<file path="config.mk">
export PLATFORM = sky130hd
export DESIGN_NAME = wpost_sched
export DESIGN_NICKNAME = d
export VERILOG_FILES = /design/src/rtl/wps_pkg.sv /design/src/rtl/wps_fifo.sv /design/src/rtl/wps_gap_timer.sv /design/src/rtl/wps_burst_ctl.sv /design/src/rtl/wpost_sched.sv
export SDC_FILE = /design/constraint.sdc
export NUM_CORES = 1
export LEC_CHECK = 0
export BUFFER_PORTS_ARGS = -buffer_cell sky130_fd_sc_hd__buf_2
export CORE_MARGIN = 1.5
export CORE_UTILIZATION = 60
export CTS_CLUSTER_DIAMETER = 200
export CTS_CLUSTER_SIZE = 20
export DETAILED_ROUTE_END_ITERATION = 8
export GPL_ROUTABILITY_DRIVEN = 0
export PLACE_DENSITY_LB_ADDON = 0.1
export SYNTH_ARGS = -nofsm -noshare
export SYNTH_HDL_FRONTEND = slang
export SYNTH_SLANG_ARGS = --single-unit
</file>
<file path="constraint.sdc">
create_clock -name clk -period 6.8 [get_ports clk]
set_clock_uncertainty 0.2 [all_clocks]
set_input_delay 0 -clock clk [delete_from_list [all_inputs] [get_ports clk]]
set_output_delay 0 -clock clk [all_outputs]
set_load 0.02 [all_outputs]
</file>
<file path="src/rtl/wps_pkg.sv">
package wps_pkg;

  typedef enum logic {
    ST_HOLD  = 1'b0,
    ST_BURST = 1'b1
  } burst_st_e;

endpackage

</file>
<file path="src/rtl/wps_fifo.sv">
module wps_fifo #(
  parameter int W     = 96,
  parameter int DEPTH = 8
) (
  input  logic                         clk,
  input  logic                         rst_n,
  input  logic                         push,
  input  logic [W-1:0]                 din,
  input  logic                         pop,
  output logic [W-1:0]                 dout,
  output logic [$clog2(DEPTH+1)-1:0]   occ,
  output logic                         full
);

  localparam int PTR_W = (DEPTH > 1) ? $clog2(DEPTH) : 1;
  localparam int OCC_W = $clog2(DEPTH+1);

  logic [PTR_W-1:0] wr_ptr_q, wr_ptr_d;
  logic [PTR_W-1:0] rd_ptr_q, rd_ptr_d;
  logic [OCC_W-1:0] occ_q, occ_d;
  logic [W-1:0]     slot_view [DEPTH];

  for (genvar i = 0; i < DEPTH; i++) begin : g_slot
    logic [W-1:0] slot_q;
    logic         slot_we;
    assign slot_we = push && (wr_ptr_q == PTR_W'(i));
    always_ff @(posedge clk) begin
      if (slot_we) slot_q <= din;
    end
    assign slot_view[i] = slot_q;
  end

  always_comb begin
    wr_ptr_d = wr_ptr_q;
    rd_ptr_d = rd_ptr_q;
    occ_d    = occ_q;
    if (push) wr_ptr_d = (wr_ptr_q == PTR_W'(DEPTH-1)) ? '0 : wr_ptr_q + 1'b1;
    if (pop)  rd_ptr_d = (rd_ptr_q == PTR_W'(DEPTH-1)) ? '0 : rd_ptr_q + 1'b1;
    if (push && !pop)      occ_d = occ_q + 1'b1;
    else if (pop && !push) occ_d = occ_q - 1'b1;
  end

  always_ff @(posedge clk or negedge rst_n) begin
    if (!rst_n) begin
      wr_ptr_q <= '0;
      rd_ptr_q <= '0;
      occ_q    <= '0;
    end else begin
      wr_ptr_q <= wr_ptr_d;
      rd_ptr_q <= rd_ptr_d;
      occ_q    <= occ_d;
    end
  end

  assign dout = slot_view[rd_ptr_q];
  assign occ  = occ_q;
  assign full = (occ_q == OCC_W'(DEPTH));

  // never more entries than slots
  a_r1_no_overflow: assert property (@(posedge clk) disable iff (!rst_n)
    occ_q <= OCC_W'(DEPTH));

  // a blocked offer leaves the level untouched when nothing drains
  a_r1_full_stall: assert property (@(posedge clk) disable iff (!rst_n)
    full && !pop |=> occ_q == $past(occ_q));

endmodule

</file>
<file path="src/rtl/wps_gap_timer.sv">
module wps_gap_timer #(
  parameter int CW = 8
) (
  input  logic          clk,
  input  logic          rst_n,
  input  logic          rd_accept,
  input  logic [CW-1:0] turn_cycles,
  output logic          turn_ok
);

  localparam logic [CW-1:0] SAT = '1;

  logic [CW-1:0] gap_q, gap_d;
  logic          gap_en;

  assign gap_en = rd_accept || (gap_q != SAT);

  always_comb begin
    gap_d = gap_q;
    if (rd_accept)         gap_d = '0;
    else if (gap_q != SAT) gap_d = gap_q + 1'b1;
  end

  always_ff @(posedge clk or negedge rst_n) begin
    if (!rst_n)      gap_q <= SAT;
    else if (gap_en) gap_q <= gap_d;
  end

  assign turn_ok = !rd_accept && (gap_q >= turn_cycles);

  // an accepted read restarts the interval
  a_r8_gap_restart: assert property (@(posedge clk) disable iff (!rst_n)
    rd_accept |=> gap_q == '0);

endmodule

</file>
<file path="src/rtl/wps_burst_ctl.sv">
module wps_burst_ctl
  import wps_pkg::*;
#(
  parameter int DEPTH  = 8,
  parameter int THRESH = 4
) (
  input  logic                        clk,
  input  logic                        rst_n,
  input  logic                        accum_en,
  input  logic                        rd_ready,
  input  logic                        rd_accept,
  input  logic                        turn_ok,
  input  logic [$clog2(DEPTH+1)-1:0]  occ,
  input  logic                        push,
  input  logic                        pop,
  output logic                        wr_valid,
  output logic                        in_burst
);

  localparam int OCC_W = $clog2(DEPTH+1);
  localparam int BC_W  = $clog2(THRESH+1);

  burst_st_e        st_q, st_d;
  logic [BC_W-1:0]  bcnt_q, bcnt_d;
  logic [BC_W:0]    bc_sum;
  logic [OCC_W:0]   occ_next;
  logic             min_met;
  logic             start;

  assign bc_sum   = {1'b0, bcnt_q} + (BC_W+1)'(pop);
  assign min_met  = bc_sum >= (BC_W+1)'(THRESH);
  assign occ_next = {1'b0, occ} + (OCC_W+1)'(push) - (OCC_W+1)'(pop);
  assign start    = accum_en && !rd_ready && turn_ok && (occ >= OCC_W'(THRESH));

  always_comb begin
    st_d = st_q;
    unique case (st_q)
      ST_HOLD:  if (start) st_d = ST_BURST;
      ST_BURST: begin
        if (!accum_en)                 st_d = ST_HOLD;
        else if (occ_next == '0)       st_d = ST_HOLD;
        else if (rd_accept && min_met) st_d = ST_HOLD;
      end
      default:  st_d = ST_HOLD;
    endcase
  end

  always_comb begin
    bcnt_d = '0;
    if (st_q == ST_BURST && st_d == ST_BURST)
      bcnt_d = min_met ? BC_W'(THRESH) : bc_sum[BC_W-1:0];
  end

  always_ff @(posedge clk or negedge rst_n) begin
    if (!rst_n) begin
      st_q   <= ST_HOLD;
      bcnt_q <= '0;
    end else begin
      st_q   <= st_d;
      bcnt_q <= bcnt_d;
    end
  end

  assign in_burst = (st_q == ST_BURST);
  assign wr_valid = (occ != '0) && (!accum_en || in_burst);

  // a batch only opens after a cycle that met every start condition
  a_r4_start_gate: assert property (@(posedge clk) disable iff (!rst_n)
    $rose(in_burst) |-> $past(accum_en && !rd_ready && turn_ok && occ >= OCC_W'(THRESH)));

  // the minimum batch keeps being offered
  a_r5_min_batch: assert property (@(posedge clk) disable iff (!rst_n)
    in_burst && accum_en && bcnt_q < BC_W'(THRESH) |-> wr_valid);

  // a read accepted after the minimum closes the batch
  a_r6_read_stop: assert property (@(posedge clk) disable iff (!rst_n)
    in_burst && accum_en && rd_accept && bcnt_q >= BC_W'(THRESH) |=> !in_burst);

endmodule

</file>
<file path="src/rtl/wpost_sched.sv">
module wpost_sched #(
  parameter int ADDR_W = 32,
  parameter int DATA_W = 64,
  parameter int DEPTH  = 8,
  parameter int THRESH = 4,
  parameter int TURN_W = 8
) (
  input  logic              clk,
  input  logic              rst_n,
  input  logic              accum_en,
  input  logic [TURN_W-1:0] turn_cycles,
  input  logic              rd_ready,
  input  logic              rd_accept,
  input  logic              enq_valid,
  input  logic [ADDR_W-1:0] enq_addr,
  input  logic [DATA_W-1:0] enq_data,
  output logic              enq_full,
  output logic              wr_valid,
  output logic [ADDR_W-1:0] wr_addr,
  output logic [DATA_W-1:0] wr_data,
  input  logic              wr_ready
);

  localparam int ENT_W = ADDR_W + DATA_W;
  localparam int OCC_W = $clog2(DEPTH+1);

  logic             push, pop, full;
  logic             turn_ok, in_burst, issue;
  logic [OCC_W-1:0] occ;
  logic [ENT_W-1:0] head;

  assign push = enq_valid && !full;
  assign pop  = issue && wr_ready;

  wps_fifo #(.W(ENT_W), .DEPTH(DEPTH)) u_buf (
    .clk  (clk),
    .rst_n(rst_n),
    .push (push),
    .din  ({enq_addr, enq_data}),
    .pop  (pop),
    .dout (head),
    .occ  (occ),
    .full (full)
  );

  wps_gap_timer #(.CW(TURN_W)) u_gap (
    .clk        (clk),
    .rst_n      (rst_n),
    .rd_accept  (rd_accept),
    .turn_cycles(turn_cycles),
    .turn_ok    (turn_ok)
  );

  wps_burst_ctl #(.DEPTH(DEPTH), .THRESH(THRESH)) u_ctl (
    .clk      (clk),
    .rst_n    (rst_n),
    .accum_en (accum_en),
    .rd_ready (rd_ready),
    .rd_accept(rd_accept),
    .turn_ok  (turn_ok),
    .occ      (occ),
    .push     (push),
    .pop      (pop),
    .wr_valid (issue),
    .in_burst (in_burst)
  );

  assign enq_full = full;
  assign wr_valid = issue;
  assign wr_addr  = head[ENT_W-1:DATA_W];
  assign wr_data  = head[DATA_W-1:0];

  // a stalled offer keeps its payload
  a_r10_hold: assert property (@(posedge clk) disable iff (!rst_n)
    wr_valid && !wr_ready |=> $stable(wr_addr) && $stable(wr_data));

  // drain mode offers whenever the buffer is full
  a_r7_drain_full: assert property (@(posedge clk) disable iff (!rst_n)
    !accum_en && enq_full |-> wr_valid);

endmodule

</file>
==> reports/qor.csv <==
metric,value,unit
status,"finished, final reports clean",
cell area after synthesis,30500,µm²
cell with the most instances after synthesis,edfxtp_1,
CTS tree,built,
Clock Pin Slew Worst Setup and Hold Paths,90,ps
Cells after Synth,1281,
"FFs w/ async S/R, synth",2.78,%
Post-DRT Antenna Nets,0,
Worst slew margin,22.9,%
initial antenna violation count,3,
wire per inst,25.0,µm
Final Setup Violations,0,
pin count of the biggest net entering global routing,98,
vias in the first global route,15000,
clk root buf,clkbuf_16,
vias,13800,
Critical Path Start Type,flop,
Worst R2R End,u_ctl.in_burst$_DFF_PN0_,
Hold Crit Class,primary input to flop,
FF-to-FF setup slack,2990,ps
RSZ-0062 raised after global routing,false,
leading area contributor after synthesis,edfxtp_1,
drt first pass iters,5,
core area,50200,µm²
Yosys top cell area share,75.7,%
worst hold path depth,2,
worst skew pair latency,590,ps
DRC viols,0,
placed cell count,2119,
#FFs+latches synth,790,
nets@finish,1771,
boundary pin count,209,
worst vdd ir,0.000318,V
Final Cycle Share,56.1,%
die area,52100,µm²
Commonest cells post-synth,"edfxtp_1, mux4_2, mux2_2",
Vias/cell,5.98,
synth top area cells,"edfxtp_1, mux4_2, mux2_2, ha_1, dfrtp_1",
Slew @ Worst Pin,1160,ps
Global Route Usage Sum,23.0,%
data required time of the critical path,7130,ps
Hold Path Origin,enq_data[18],
Layout fillers,3092,
max_cap viols,0,
global-route wire length before repair,90000,µm
CTS Sinks,790,
Fin. Hold Viols,0,
Synth Warn #,0,
Pwr per Cell Area,390,nW/µm²
H-tree Lvls,2,
leakage,11.4,nW
PortBufs,208,
worst-path maximum fanout,7,
setup_tns,0,ps
Post-synth EDFFs,768,
Unique masters post-synth,41,
"Seq/Total Area, Yosys",77.5,%
iteration-0 DRC count of the detailed router,1325,
FP Rows,82,
Die Ht,228,µm
post-synthesis net count,1424,
worst r2r src,u_buf.occ[3]$_DFFE_PN0P_,
final worst path period need,3810,ps
Worst Reg-to-Reg Cells,15,
Die X,228,µm
post-cts resize count,0,
CP endpoint kind,flop,
Worst Path Arrival,4150,ps
gr ovfl total,0,
Crit Path Category,flop to flop,
routed wire length,57800,µm
starting density of the core,60.7,%
cts bufs inserted,45,
Layout Cells excl Fill,2308,
total power,13.5,mW
fin. max-slew vios,0,
Detailed Place HPWL,31100,µm
Syn Area/Cell,23.8,µm²
ys flop type,edfxtp_1,
Hold Path Sink,u_buf.g_slot[4].slot_q[18]$_DFFE_PP_,
Layout Area Growth over Synthesis,13.9,%
Longest Clk Path Bufs,3,
layout cells sized above 1,35.5,%
Post-CTS Setup Repair Bufs,0,
fmax,0.262,GHz
metrics by stage:
step | utilization (%) | hold slack, ps | setup slack [ps] | instance area (µm²)
finish | 69.2 | 20.4 | 2990 | 34700
global route | 69.2 | 27.1 | 2690 | 34700
CTS | 69.2 | 0.467 | 2920 | 34700
detailed placement | 64.1 | -186 | 3150 | 32200
global placement | 64.1 | -199 | 3200 | 32200
floorplan | - | -496 | 2450 | 30500
logic make-up after synthesis:
group | count (synthesis) | share of synthesized area, %
buffers and inverters | 77 | 1.43
DFF | 790 | 77.5
adders and majority gates | 32 | 1.36
and+or+nand+nor | 54 | 0.965
xor gates and xnor gates | 11 | 0.316
muxes | 292 | 17.9
AOI/OAI and AO/OA | 25 | 0.517
layout by cell type, fill, tap and decap left out, types with 2 or more instances in the layout:
cell type / Yosys / routed
dlygate4sd3_1: 0 / 134
a21o_1: 3 / 3
o21ai_0: 6 / 6
buf_2: 9 / 208
clkbuf_1: 27 / 6
nand2_1: 7 / 7
mux2i_1: 2 / 2
mux4_2: 192 / 192
xnor2_1: 9 / 9
ha_1: 30 / 30
and3_4: 0 / 6
nand3_1: 3 / 3
nor2b_1: 3 / 3
a21oi_1: 7 / 7
and2_4: 0 / 2
o211ai_1: 2 / 2
nand2b_1: 2 / 2
mux2_2: 98 / 98
dfrtp_4: 0 / 3
xor2_1: 2 / 2
and3b_1: 2 / 2
dfstp_2: 8 / 8
nor2_1: 12 / 12
fa_1: 2 / 2
inv_1: 20 / 20
dfrtp_1: 14 / 11
edfxtp_1: 768 / 768
and2_1: 7 / 5
clkbuf_16: 0 / 46
nor3_1: 4 / 4
buf_4: 0 / 14
and3_1: 8 / 2
worst max-delay path, stage by stage, from the launching register on:
cell and delay, ps:
dfrtp_1 390, inv_1 170, ha_1 180, a21oi_1 70, nand2_1 210, inv_1 100, ha_1 280, inv_1 40
ha_1 210, fa_1 430, a21oi_1 150, o21bai_1 90, xnor2_1 130, a311oi_1 370, a31o_2 180, dlygate4sd3_1 550
worst max-delay path by stage:
| stage | from | to | slack [ps] | depth (start not counted) |
|---|---|---|---|---|
| floorplan | u_buf.occ[2]$_DFFE_PN0P_ | u_buf.g_slot[0].slot_q[0]$_DFFE_PP_ | 2450 | 7 |
| global placement | u_buf.occ[2]$_DFFE_PN0P_ | u_buf.g_slot[1].slot_q[45]$_DFFE_PP_ | 3200 | 7 |
| finish | u_buf.occ[3]$_DFFE_PN0P_ | u_ctl.in_burst$_DFF_PN0_ | 2990 | 15 |
| CTS | u_buf.rd_ptr_q[0]$_DFFE_PN0P_ | wr_addr[17] | 2920 | 4 |
| global route | u_buf.occ[2]$_DFFE_PN0P_ | u_ctl.in_burst$_DFF_PN0_ | 2690 | 15 |
| detailed placement | u_buf.occ[2]$_DFFE_PN0P_ | u_buf.g_slot[0].slot_q[34]$_DFFE_PP_ | 3150 | 7 |
layout make-up:
cell class | count | area (µm²) | area share [%]
Sequential cell | 790 | 23600 | 68.1
Multi-Input combinational cell | 414 | 6450 | 18.6
Timing Repair Buffer | 357 | 2510 | 7.22
Clock buffer | 52 | 1170 | 3.38
Tap cell | 672 | 841 | 2.42
Inverter | 20 | 75.1 | 0.216
Clock inverter | 2 | 27.5 | 0.0793
Antenna cell | 1 | 2.50 | 0.00721
layer usage:
metal  vias up  routed length, µm  share of wire (%)  GRT usage, %
li1       6033                  -                  -             -
met1      7342              24200                 42          32.2
met2       355              29800                 52          39.2
met3        61               2820                4.9          3.12
met4         6                965                1.7          5.65
met5         -                 36              0.062             0
repair_timing:
item	in CTS	in global routing
endpoints found under the hold margin	812	0
hold buffers	134	0
setup endpoints to repair	0	0
flip-flops by register name (all words and copies together), names as in the netlist:
name	count
u_buf.g_slot.slot_q	768
u_ctl.bcnt_q	3
u_buf.rd_ptr_q	3
u_gap.gap_q	8
u_buf.occ	4
u_ctl.in_burst	1
u_buf.wr_ptr_q	3
power by group:
part / switching (mW) / internal [mW]
clock network: 1.43 / 1.22
registers: 0.385 / 6.05
logic: 2.39 / 2.05
total: 4.20 / 9.33
Power figures use the tool's default switching activity.
